--- config.mk ---
export PLATFORM = sky130hd
export DESIGN_NAME = xlat_ctrl_reg
export DESIGN_NICKNAME = d
export VERILOG_FILES = /design/src/rtl/xlat_pkg.sv /design/src/rtl/xlat_mode_check.sv /design/src/rtl/xlat_field_legalize.sv /design/src/rtl/xlat_reg_store.sv /design/src/rtl/xlat_ctrl_reg.sv
export SDC_FILE = /design/constraint.sdc
export NUM_CORES = 1
export LEC_CHECK = 0
export BUFFER_PORTS_ARGS = -buffer_cell sky130_fd_sc_hd__buf_2
export CAP_MARGIN = 40
export CELL_PAD_IN_SITES_DETAIL_PLACEMENT = 0
export CELL_PAD_IN_SITES_GLOBAL_PLACEMENT = 1
export CORE_MARGIN = 2
export CORE_UTILIZATION = 34
export DETAILED_ROUTE_END_ITERATION = 16
export PLACE_DENSITY = 0.93
export SYNTH_ARGS = -nofsm -noshare
export SYNTH_HDL_FRONTEND = slang
export SYNTH_SLANG_ARGS = --single-unit
--- constraint.sdc ---
create_clock -name clk -period 1.85 [get_ports clk]
set_input_delay 0.37 -clock clk [delete_from_list [all_inputs] [get_ports clk]]
set_output_delay 0.37 -clock clk [all_outputs]
set_load 0.01 [all_outputs]
--- src/rtl/xlat_pkg.sv ---
package xlat_pkg;

    localparam int XLEN      = 64;
    localparam int MODE_W    = 4;
    localparam int ID_W      = 16;
    localparam int PPN_W     = 44;
    localparam int ASID_MAX  = 16;
    localparam int VMID_MAX  = 14;

    typedef enum logic [MODE_W-1:0] {
        XM_BARE = 4'd0,
        XM_P39  = 4'd8,
        XM_P48  = 4'd9,
        XM_P57  = 4'd10
    } xlat_mode_e;

    typedef struct packed {
        logic [MODE_W-1:0] mode;
        logic [ID_W-1:0]   id;
        logic [PPN_W-1:0]  ppn;
    } xlat_word_t;

    function automatic int id_len_eff(input bit guest, input int req_len);
        int lim;
        lim = guest ? VMID_MAX : ASID_MAX;
        if (req_len < 0)   return 0;
        if (req_len > lim) return lim;
        return req_len;
    endfunction

    function automatic logic [ID_W-1:0] id_mask(input int len);
        logic [ID_W-1:0] m;
        for (int i = 0; i < ID_W; i++) m[i] = (i < len);
        return m;
    endfunction

endpackage

--- src/rtl/xlat_mode_check.sv ---
module xlat_mode_check
    import xlat_pkg::*;
#(
    parameter bit EN_P39 = 1'b1,
    parameter bit EN_P48 = 1'b1,
    parameter bit EN_P57 = 1'b1
) (
    input  logic [MODE_W-1:0] mode_in,
    output logic              accept
);
    always_comb begin
        unique case (mode_in)
            XM_BARE: accept = 1'b1;
            XM_P39:  accept = EN_P39;
            XM_P48:  accept = EN_P48;
            XM_P57:  accept = EN_P57;
            default: accept = 1'b0;
        endcase
    end
endmodule

--- src/rtl/xlat_field_legalize.sv ---
module xlat_field_legalize
    import xlat_pkg::*;
#(
    parameter bit GUEST  = 1'b0,
    parameter int ID_EFF = 9
) (
    input  xlat_word_t raw,
    output xlat_word_t clean
);
    localparam logic [ID_W-1:0] IDM = id_mask(ID_EFF);

    logic [PPN_W-1:0] ppn_al;

    generate
        if (GUEST) begin : g_wide_root
            assign ppn_al = {raw.ppn[PPN_W-1:2], 2'b00};
        end else begin : g_std_root
            assign ppn_al = raw.ppn;
        end
    endgenerate

    always_comb begin
        if (raw.mode == XM_BARE) begin
            clean = '0;
        end else begin
            clean.mode = raw.mode;
            clean.id   = raw.id & IDM;
            clean.ppn  = ppn_al;
        end
    end
endmodule

--- src/rtl/xlat_reg_store.sv ---
module xlat_reg_store
    import xlat_pkg::*;
(
    input  logic       clk,
    input  logic       rst,
    input  logic       load,
    input  xlat_word_t d,
    output xlat_word_t q
);
    always_ff @(posedge clk) begin
        if (rst)       q <= '0;
        else if (load) q <= d;
    end
endmodule

--- src/rtl/xlat_ctrl_reg.sv ---
module xlat_ctrl_reg
    import xlat_pkg::*;
#(
    parameter bit GUEST  = 1'b0,
    parameter int ID_LEN = 9,
    parameter bit EN_P39 = 1'b1,
    parameter bit EN_P48 = 1'b1,
    parameter bit EN_P57 = 1'b1
) (
    input  logic             clk,
    input  logic             rst,
    input  logic             csr_we,
    input  logic [XLEN-1:0]  csr_wdata,
    output logic [XLEN-1:0]  csr_rdata,
    output logic [MODE_W-1:0] walk_mode,
    output logic [ID_W-1:0]  walk_id,
    output logic [PPN_W-1:0] walk_root_ppn
);
    localparam int ID_EFF = id_len_eff(GUEST, ID_LEN);

    xlat_word_t wr_raw, wr_clean, cur;
    logic       mode_ok;

    assign wr_raw = xlat_word_t'(csr_wdata);

    xlat_mode_check #(
        .EN_P39(EN_P39), .EN_P48(EN_P48), .EN_P57(EN_P57)
    ) u_mode (
        .mode_in(wr_raw.mode),
        .accept (mode_ok)
    );

    xlat_field_legalize #(
        .GUEST(GUEST), .ID_EFF(ID_EFF)
    ) u_legal (
        .raw  (wr_raw),
        .clean(wr_clean)
    );

    xlat_reg_store u_store (
        .clk (clk),
        .rst (rst),
        .load(csr_we & mode_ok),
        .d   (wr_clean),
        .q   (cur)
    );

    assign csr_rdata     = cur;
    assign walk_mode     = cur.mode;
    assign walk_id       = cur.id;
    assign walk_root_ppn = cur.ppn;
endmodule

== After elaboration in Yosys (flattened, before gate mapping) ==
Cells that the tools add are included.

* $add $sub $neg: 0
* Multipliers: 0
* Divide/modulo/power cells: 0
* Order comparisons: 0
* Equality and inequality tests: 3
* Shifts and indexed selects: 0
* Mux-type cells: 2
* Bitwise operators: 1
* Reduce and logical (&&, ||, !) cells: 2

{| class="wikitable"
|+ Operators by type and width
! cell !! number
|-
| 2-to-1 mux 64 bit || 1
|-
| == test 4 bit (second input constant) || 3
|-
| zero test 4 bit || 1
|-
| OR reduction 4 bit || 1
|-
| bitwise AND 1 bit || 1
|-
| 2-to-1 mux 1 bit || 1
|}

* Register bits after elaboration: 64
* Bits in latches: 0
* RAM bits: 0
* Bits in read-only memories: 0
* Input bits: 67
* Output and inout bits: 128
* Word-level logic and storage cells: 11
* Memories: 0

== Depth between registers and ports, before layout ==
Gate-level depths: netlist of run 1.

* Depth after elaboration: 4
* Mapped depth: 5
* Gate-level depth less buffers: 3

== By module ==
From an unflattened synthesis of run 1, not the netlist that was laid out.

* Cell total of the unflattened synthesis: 363
* Area total of the unflattened synthesis: 3,697.3 sq um

{| class="wikitable"
|+ Modules (own cells, without submodules)
! module !! instances !! cells each !! area an instance (sq um)
|-
| xlat_reg_store || 1 || 206 || 2,290.9
|-
| xlat_field_legalize || 1 || 89 || 894.6
|-
| xlat_ctrl_reg || 1 || 65 || 486.7
|-
| xlat_mode_check || 1 || 3 || 25.0
|}

== Least setup slack after synthesis of run 1 ==
OpenSTA, ideal clock, no wires.

* Path kind: input to register
* Start: input port csr_we
* End: register u_store.q[38] in the netlist's numbering
* Library setup time: 0.068 ns
* Data arrival time: 1.140 ns
* Data required time: 1.782 ns
* Slack: 0.642 ns
* Cell stages on the path: 5
* Path buffers: 2
* Cells stage by stage: nor2b_4 and4b_1 buf_6 buf_12 o2bb2ai_2

* Cells in the longest elaborated chain, start to end: 1

{| class="wikitable"
|+ Ends and longest elaborated chain
! what !! line !! source
|-
| start: declaration || xlat_ctrl_reg.sv:12 || <nowiki>input logic csr_we,</nowiki>
|-
| bitwise AND 1 bit || xlat_ctrl_reg.sv:43 || <nowiki>.load(csr_we & mode_ok),</nowiki>
|-
| end signal: assignment || xlat_reg_store.sv:11 || <nowiki>if (rst) q <= '0;</nowiki>
|-
| end signal: assignment || xlat_reg_store.sv:12 || <nowiki>else if (load) q <= d;</nowiki>
|-
| end: declaration || xlat_reg_store.sv:8 || <nowiki>output xlat_word_t q</nowiki>
|}

No other way between the ends.
A chain may end at the register's enable or synchronous reset.

== Final worst setup path of run 1 ==
* Start: register u_store.q[61] in the netlist's numbering
* End: output port csr_rdata[61]

{| class="wikitable"
|+ RTL lines
! what !! line !! source
|-
| end: declaration || xlat_ctrl_reg.sv:14 || <nowiki>output logic [XLEN-1:0] csr_rdata,</nowiki>
|}

No word-level cell between the ends.

==> flow_summary.yaml, run 1 <==
synthesis:
  netlist_area_sq_um: 3120
  syn_area_per_cell_sq_um: 11.5
  synth-seq-area-share_pct: 36.6
  syn_inst: 272
  synth_cell_type_count: 22
  ys_ff_latch: 57
  yosysWarnings: 0
critical_path:
  critPathSlowestCell: "dfxtp_1"
  arrival_ns: 0.84
  worstPathMaxFanout: 3
  critPathKind: "flop to output pin"
  crit_path_max_incr_delay_ns: 0.37
  crit_chain: "buf_2"
  cp-start-kind: "flop"
  cp_num_buf_inv: 1
  crit_required_ns: 1.48
  critPathTopFamily: "flip-flops"
  cp-end-kind: "output pin"
clocking:
  clock-root-buffer: "clkbuf_8"
  cts_setup_buffers: 0
  cts.hold.buffers_added: 0
  htree_levels: 3
  clock_sinks: 57
  numCtsBuffers: 9
  insertion_delay_ns: 0.32
  cts_buffer_depth: 2
  cts_tree: "built"
  path_clk_slew_ns: 0.07
  ctsResizeCount: 0
drt:
  drt_iter0_drc: 75
  drc_errors: 0
  wl_um: 6360
  final_antenna_net_count: 0
  via_per_inst: 4.40
  num_vias: 2191
  first_pass_iters: 4
  drt-wirelength-per-cell_um: 12.8
global_route:
  gr-total-overflow: 0
  grt_pass1_vias: 1943
  grt_max_degree: 58
  grt_usage_pct: 12.5
  antenna_found_initial: 0
  grt_pass1_wl_um: 9730
sta:
  max_freq_ghz: 0.824
  final.period_utilization_pct: 65.6
  setup_tns_ns: 0
  finalSetupViolations: 0
  drv_slew: 0
  rsz0062_at_grt: "no"
  hold_viol_final: 0
  setup_slack_ns: 0.636
  min_period_ns: 1.21
  finClkSkew_ns: 0
layout:
  largest_register_ffs: 57
  layout_common_cells: "buf_2, dfxtp_1, nand2b_1, o2bb2ai_2, conb_1"
  nNetsFinal: 452
  mostFrequentLayoutCell: "buf_2"
  syn2layout_area_growth_pct: 20.4
  n_antenna_cell: 0
  utilization_pct: 42.7
  top_regs: "u_store.q (57)"
  drive_above_1_share_pct: 63.6
  regMostFlops: "u_store.q"
  fillers: 858
floorplan:
  chipHeight_um: 99.8
  die_width_um: 99.8
  core_sq_um: 8810
  ios: 195
  die-area_sq_um: 9960
  start_util_pct: 35.4
  fp-row-count: 34
power:
  switching_share_pct: 25.2
  power_uw: 2910
  power.leakage_uw: 0.00181
  power_density_nw_per_um2: 775
  pwr-share-seq_pct: 44.2
  intPower_uw: 2180
  clkPwrFrac_pct: 43.9
  pwr-share-comb_pct: 11.9
  ir_drop_v: 0.000373
  p_sw_uw: 733
placement:
  pre_cts_ws_ns: 0.415
  place_hpwl_um: 4640
  port_buffers: 173
  routabilityCongestion: 0.676
flow_run:
  maxCapViolations: 0
worst_hold_path:
  holdCritPathClass: "input pin to flop"
status:
  status: "completed"
stage by stage:
stage,cell area [sq um],hold WS (ns),cells
after floorplan,3170,0.478,285
after global placement,3540,0.480,482
after detailed placement,3540,0.488,482
after CTS,3760,0.207,498
after global routing,3760,0.205,498
final,3760,0.236,498
layout make-up:
cell class              count  area [sq um]  share of cell area [%]
multi-input cells         137          1300                    34.6
flip-flops and latches     57          1140                    30.4
repair buffers            178           953                    25.4
well taps                 108           135                    3.60
clock buffers               9           124                    3.30
clock inverters             7          95.1                    2.53
inverters                   2          7.51                   0.200
power by group through the flow:
stage                     sequential, uW  clock (uW)  combinational (uW)
after floorplan                     1330           0                 240
after global placement              1310           0                 346
after detailed placement            1320           0                 350
after CTS                           1290        1330                 350
after global routing                1290        1390                 377
final                               1290        1280                 347
cell families (layout without fill, tap and decap cells):
kind of cell	after synthesis	count (layout)	share of synthesized area [%]
flops	57	57	36.6
buf+inv	91	196	23.7
compound gates	61	61	26.9
other cells	1	14	0.120
simple gates	62	62	12.8
layer usage:
metal	GRT usage, %	up-vias	part of all wire (%)
met5	0	-	0
met4	5.06	0	1.2
met3	4.11	10	7.3
met2	21.0	99	50
met1	14.8	1010	42
li1	-	1072	-
path summary, 6_finish.rpt:
check	slack (ns)	startpoint	endpoint	depth (start not counted)
max	0.64	u_store.q[61]	csr_rdata[61]	1
min	0.24	csr_wdata[25]	u_store.q[25]	2
max reg2reg	1.11	u_store.q[61]	u_store.q[61]	2
min reg2reg	0.50	u_store.q[16]	u_store.q[16]	2
synthesized netlist by cell type:
| master | count | area share [%] |
|---|---|---|
| buf_4 | 72 | 17 |
| or4b_1 | 1 | 0.32 |
| nand2b_1 | 55 | 11 |
| dfxtp_1 | 57 | 37 |
| nor3_1 | 1 | 0.16 |
| a21oi_1 | 2 | 0.32 |
| nor3b_1 | 1 | 0.24 |
| and4b_1 | 1 | 0.32 |
| inv_1 | 2 | 0.24 |
| conb_1 | 1 | 0.12 |
| a21boi_1 | 1 | 0.24 |
| a31oi_1 | 2 | 0.40 |
| a311oi_1 | 2 | 0.56 |
| o21a_1 | 1 | 0.24 |
| o2bb2ai_1 | 2 | 0.56 |
| nor2_1 | 1 | 0.12 |
| o2bb2ai_2 | 51 | 25 |
| nor2b_4 | 1 | 0.44 |
| nand2_1 | 1 | 0.12 |
| buf_12 | 5 | 3.2 |
| buf_6 | 6 | 2.2 |
| clkbuf_1 | 6 | 0.72 |
Note: power is estimated with default switching activity, not from simulation.
==> inputs of run 2 (changes only) <==
CORE_UTILIZATION = 31   (was 34)
PLACE_DENSITY = 0.86   (was 0.93)
clock period = 1.25 ns   (was 1.85 ns; I/O delays follow)
==> run 2 against run 1 <==
Effect of this change:
- setup slack got worse by 0.49 ns
- clock power grew 34%
- sequential power grew 48%
- non-clock buffer count is 7 higher
- combinational power up 52%
- global-route usage decreased by 0.86 points
- final cell count rose by 6.2%
- utilization fell by 3.6 points
- die area rose by 9.3%
- register-to-register slack worse by 0.59 ns
==> flow_summary.yaml, run 2 (synthesis gave the netlist of run 1 again) <==
critical_path:
  critPathSlowestCell: "dfxtp_1"
  cp_num_buf_inv: 1
  crit_required_ns: 1.00
  critPathTopFamily: "flip-flops"
  crit_path_max_incr_delay_ns: 0.36
  worstPathMaxFanout: 3
  arrival_ns: 0.85
  critPathKind: "flop to output pin"
  crit_chain: "buf_2"
  cp-start-kind: "flop"
  cp-end-kind: "output pin"
clocking:
  clock-root-buffer: "clkbuf_8"
  path_clk_slew_ns: 0.06
  cts_setup_buffers: 0
  insertion_delay_ns: 0.33
  numCtsBuffers: 9
  htree_levels: 3
  cts_buffer_depth: 2
  cts.hold.buffers_added: 0
  cts_tree: "built"
  clock_sinks: 57
  ctsResizeCount: 0
drt:
  first_pass_iters: 4
  drc_errors: 0
  via_per_inst: 4.24
  final_antenna_net_count: 0
  wl_um: 6470
  drt-wirelength-per-cell_um: 12.2
  drt_iter0_drc: 80
  num_vias: 2241
sta:
  finClkSkew_ns: 0
  final.period_utilization_pct: 88.3
  holdWs_ns: 0.121
  rsz0062_at_grt: "no"
  hold_viol_final: 0
  max_freq_ghz: 0.906
  drv_slew: 0
  min_period_ns: 1.10
  setup_slack_ns: 0.146
  finalSetupViolations: 0
floorplan:
  fp-row-count: 36
  chipHeight_um: 104
  ios: 195
  die_width_um: 104
  core_sq_um: 9770
  start_util_pct: 31.9
  die-area_sq_um: 10900
layout:
  regMostFlops: "u_store.q"
  largest_register_ffs: 57
  n_antenna_cell: 0
  syn2layout_area_growth_pct: 22.3
  top_regs: "u_store.q (57)"
  layout_common_cells: "buf_2, dfxtp_1, nand2b_1, o2bb2ai_2, conb_1"
  drive_above_1_share_pct: 63.9
  utilization_pct: 39.0
  fin_cells: 529
  mostFrequentLayoutCell: "buf_2"
  nNetsFinal: 459
power:
  power.leakage_uw: 0.00185
  ir_drop_v: 0.000545
  power_density_nw_per_um2: 1090
  intPower_uw: 3130
  pwr-share-seq_pct: 45.9
  pwr-share-comb_pct: 12.7
  switching_share_pct: 24.5
  p_sw_uw: 1020
  clkPwrFrac_pct: 41.4
placement:
  place_inst: 514
  place_hpwl_um: 4900
  routabilityCongestion: 0.736
  port_buffers: 173
  pre_cts_ws_ns: -0.0262
global_route:
  grt_max_degree: 32
  gr-total-overflow: 0
  grt_pass1_wl_um: 10000
  antenna_found_initial: 0
  grt_pass1_vias: 2034
  grt_usage_pct: 11.7
flow_run:
  maxCapViolations: 0
worst_hold_path:
  holdCritPathClass: "input pin to flop"
status:
  status: "completed"
==> run 2: cell count changes in the layout (fill, tap and decap cells not counted) <==
cell | previous run | this run
clkbuf_8 | 9 | 11
clkbuf_1 | 0 | 1
buf_4 | 1 | 8
clkinvlp_4 | 4 | 0
bufinv_16 | 2 | 1
clkinv_2 | 1 | 2
==> run 2: worst paths after layout <==
| check | from | endpoint | slack (ns) | cells after the start |
|---|---|---|---|---|
| setup / recovery | u_store.q[41] | walk_root_ppn[41] | 0.15 | 1 |
| hold / removal | csr_wdata[39] | u_store.q[39] | 0.12 | 2 |
| setup reg to reg | u_store.q[60] | u_store.q[60] | 0.52 | 2 |
| hold reg to reg | u_store.q[9] | u_store.q[9] | 0.50 | 2 |
==> run 2: cell type report <==
cell class / instances / area (sq um)
Fill cell: 968 / 5960
Multi-Input combinational cell: 137 / 1300
Sequential cell: 57 / 1140
Timing Repair Buffer: 185 / 1010
Tap cell: 133 / 166
Clock buffer: 12 / 155
Clock inverter: 3 / 40.0
Inverter: 2 / 7.51
==> run 2: routing by layer <==
metal  vias up  share of wire [%]  GRT usage [%]
met4         0                1.2           4.92
met2       101                 50           19.3
li1       1088                  -              -
met3         5                7.9           4.07
met5         -                  0              0
met1      1047                 41           13.7
==> run 2: stage by stage <==
| step | instance area, sq um | TNS [ns] | total power, uW |
|---|---|---|---|
| detailed placement | 3620 | -0.165 | 2480 |
| global route | 3820 | 0 | 4360 |
| global placement | 3620 | 0 | 2470 |
| finish | 3820 | 0 | 4150 |
| CTS | 3820 | 0 | 4240 |
| floorplan | 3170 | 0 | 2320 |
==> run 2: power groups by stage <==
stage               sequential (uW)  clock, uW  combinational [uW]
floorplan                      1970          0                 355
global placement               1940          0                 527
detailed placement             1950          0                 534
CTS                            1910       1800                 535
global route                   1910       1880                 568
finish                         1910       1720                 527
==> inputs of run 3 (changes only) <==
CORE_UTILIZATION = 30   (was 31)
PLACE_DENSITY = 0.83   (was 0.86)
SYNTH_HIERARCHICAL = 1   (was unset)
clock period = 1 ns   (was 1.25 ns; I/O delays follow)
==> run 3 against run 2 <==
Effect of this change:
- the run now ends with setup timing left
- critical endpoint is now u_store/q[31]
- final cell count increased by 18%
- highest routed layer unchanged
- utilization grew 5.7 points
- sequential power up 45%
- clock-buffer cell count rose by 2
- critical path depth rose by 7
- clock skew did not move
- non-clock buffer count increased by 21
- first-iteration DRC count is 48% higher
==> flow_summary.yaml, run 3 <==
status:
  status: "finished with violations"
  violations: "setup timing"
sta:
  finClkSkew_ns: 0
  setup_slack_ns: -0.348
  holdWs_ns: 0.242
  min_period_ns: 1.35
  final.period_utilization_pct: 135
  max_freq_ghz: 0.742
  drv_slew: 0
  finalSetupViolations: 64
  relSlewSlack_pct: 59.1
  hold_viol_final: 0
  tightest_slew_ns: 0.614
  rsz0062_at_grt: "yes"
critical_path:
  arrival_ns: 1.55
  crit_required_ns: 1.20
  ff2ff_setup_slack_ns: 0.23
  worstPathMaxFanout: 7
  critPathTopFamily: "simple AND/OR/NAND/NOR gates"
  cp-start-kind: "input pin"
  crit_chain: "buf_6 > or3b_1 > o31ai_1 > and2_4 > buf_12 > buf_16 > mux2i_1 > nor2_1"
  cp-end-kind: "flop"
  critPathSlowestCell: "or3b_1"
  cp_num_buf_inv: 3
  crit_path_max_incr_delay_ns: 0.37
  critPathKind: "input pin to flop"
clocking:
  clock-root-buffer: "clkbuf_16"
  numCtsBuffers: 9
  path_clk_slew_ns: 0.05
  clock_sinks: 64
  htree_levels: 3
  cts_buffer_depth: 2
  cts.hold.buffers_added: 0
  insertion_delay_ns: 0.32
  cts_tree: "built"
drt:
  via_per_inst: 4.80
  final_antenna_net_count: 0
  first_pass_iters: 4
  drt_iter0_drc: 118
  drc_errors: 0
  num_vias: 2988
  drt-wirelength-per-cell_um: 15.7
  wl_um: 9760
floorplan:
  start_util_pct: 30.8
  core_sq_um: 12000
  ios: 195
  die_width_um: 115
  fp-row-count: 40
  die-area_sq_um: 13200
  chipHeight_um: 115
layout:
  layout_common_cells: "buf_6, buf_2, nor2_1, mux2i_1, o41a_1"
  syn2layout_area_growth_pct: 45.4
  drive_above_1_share_pct: 59.9
  mostFrequentLayoutCell: "buf_6"
  fillers: 1120
  top_regs: "u_store/q (64)"
  multi_input_area_sq_um: 1540
  n_antenna_cell: 0
  nNetsFinal: 540
  seqCellArea_sq_um: 1420
  regMostFlops: "u_store/q"
  largest_register_ffs: 64
worst_hold_path:
  holdCritPathClass: "input pin to flop"
power:
  intPower_uw: 5260
  power_uw: 7020
  ir_drop_v: 0.000847
  power.leakage_uw: 0.00223
  p_sw_uw: 1760
  switching_share_pct: 25.0
  pwr-share-seq_pct: 39.4
  pwr-share-comb_pct: 19.6
  clkPwrFrac_pct: 40.9
  power_density_nw_per_um2: 1310
global_route:
  gr-total-overflow: 0
  grt_max_degree: 55
  grt_pass1_wl_um: 14100
  grt_pass1_vias: 2721
  antenna_found_initial: 0
  grt_usage_pct: 13.4
synthesis:
  synth_edf_count: 0
  synth_common_cells: "buf_4, dfxtp_1, mux2i_1, nor2_1, o41a_1"
  ys.flop_type: "dfxtp_1"
  synth_cell_type_count: 16
  ys_ff_latch: 64
  synth_top_area_cell: "dfxtp_1"
  synth-seq-area-share_pct: 34.7
  syn_area_per_cell_sq_um: 10.2
  synthDominantCellAreaShare_pct: 34.7
  yosysMostFrequentCell: "buf_4"
  synth_area_leaders: "dfxtp_1, mux2i_1, o41a_1"
  netlist_area_sq_um: 3700
  syn_inst: 363
  yosysWarnings: 6
  async_flop_share_pct: 0
placement:
  routabilityCongestion: 0.721
  port_buffers: 187
  place_hpwl_um: 5680
flow_run:
  maxCapViolations: 0
## run 3: area by class of cell
type                       instances  area share (%)
clock buffer                      14            5.10
multi-input combinational        192            28.7
sequential                        64            26.4
tap                              147            3.42
timing repair buffer             206            36.4
## run 3: metal layers
metal	vias up	track usage, %	wire length, um
met5	-	0	0
met4	0	6.02	121
met3	8	2.74	566
met2	118	21.5	4760
met1	1422	17.5	4310
li1	1440	-	-
## run 3: path summary, 6_finish.rpt
kind | from | endpoint | cells past startpoint
worst max-delay path | csr_wdata[62] | u_store/q[31] | 8
worst min-delay path | csr_wdata[4] | u_store/q[4] | 4
worst max register to register | u_store/q[12] | u_store/q[12] | 3
worst min register to register | u_store/q[8] | u_store/q[8] | 2
## run 3: what timing repair did
| action | 4_1_cts | 5_1_grt |
|---|---|---|
| buffers inserted | 2 | 3 |
| hold endpoints to repair | 0 | 0 |
| gates cloned | 2 | 1 |
| setup endpoints to repair | 192 | 178 |
| pin swaps | 2 | 4 |
| resized for setup | 105 | 108 |
## run 3: power groups by stage
| stage | combinational [uW] | sequential (uW) | clock, uW |
|---|---|---|---|
| 2_1_floorplan | 838 | 2840 | 0 |
| 3_3_place_gp | 1070 | 2780 | 0 |
| 3_5_place_dp | 1070 | 2790 | 0 |
| 4_1_cts | 1190 | 2770 | 3000 |
| 5_1_grt | 1480 | 2780 | 3090 |
| 6_report | 1380 | 2770 | 2870 |
## run 3: cells by family after synthesis
group / share of synthesized area [%]
other cells: 0.101
compound gates: 16.3
simple gates: 7.14
buf+inv: 24.4
mux: 17.3
flops: 34.7
## run 3: through the flow
step           utilization [%]  setup TNS, ns  setup slack (ns)  cell area (sq um)  std cells
3_5_place_dp              33.9         -38.88            -0.645               4070        601
6_report                  44.8         -19.27            -0.348               5380        623
4_1_cts                   39.5         -16.36            -0.299               4750        619
2_1_floorplan                -         -27.91            -0.446               3720        369
5_1_grt                   44.8         -23.01            -0.383               5380        623
3_3_place_gp              33.9         -37.89            -0.623               4070        601
## run 3: worst reg2reg max path, delay by kind of cell (launching register included)
kind	cells	cell delay, ns
flops	1	0.34
simple gates	1	0.05
mux	1	0.14
buf+inv	1	0.13
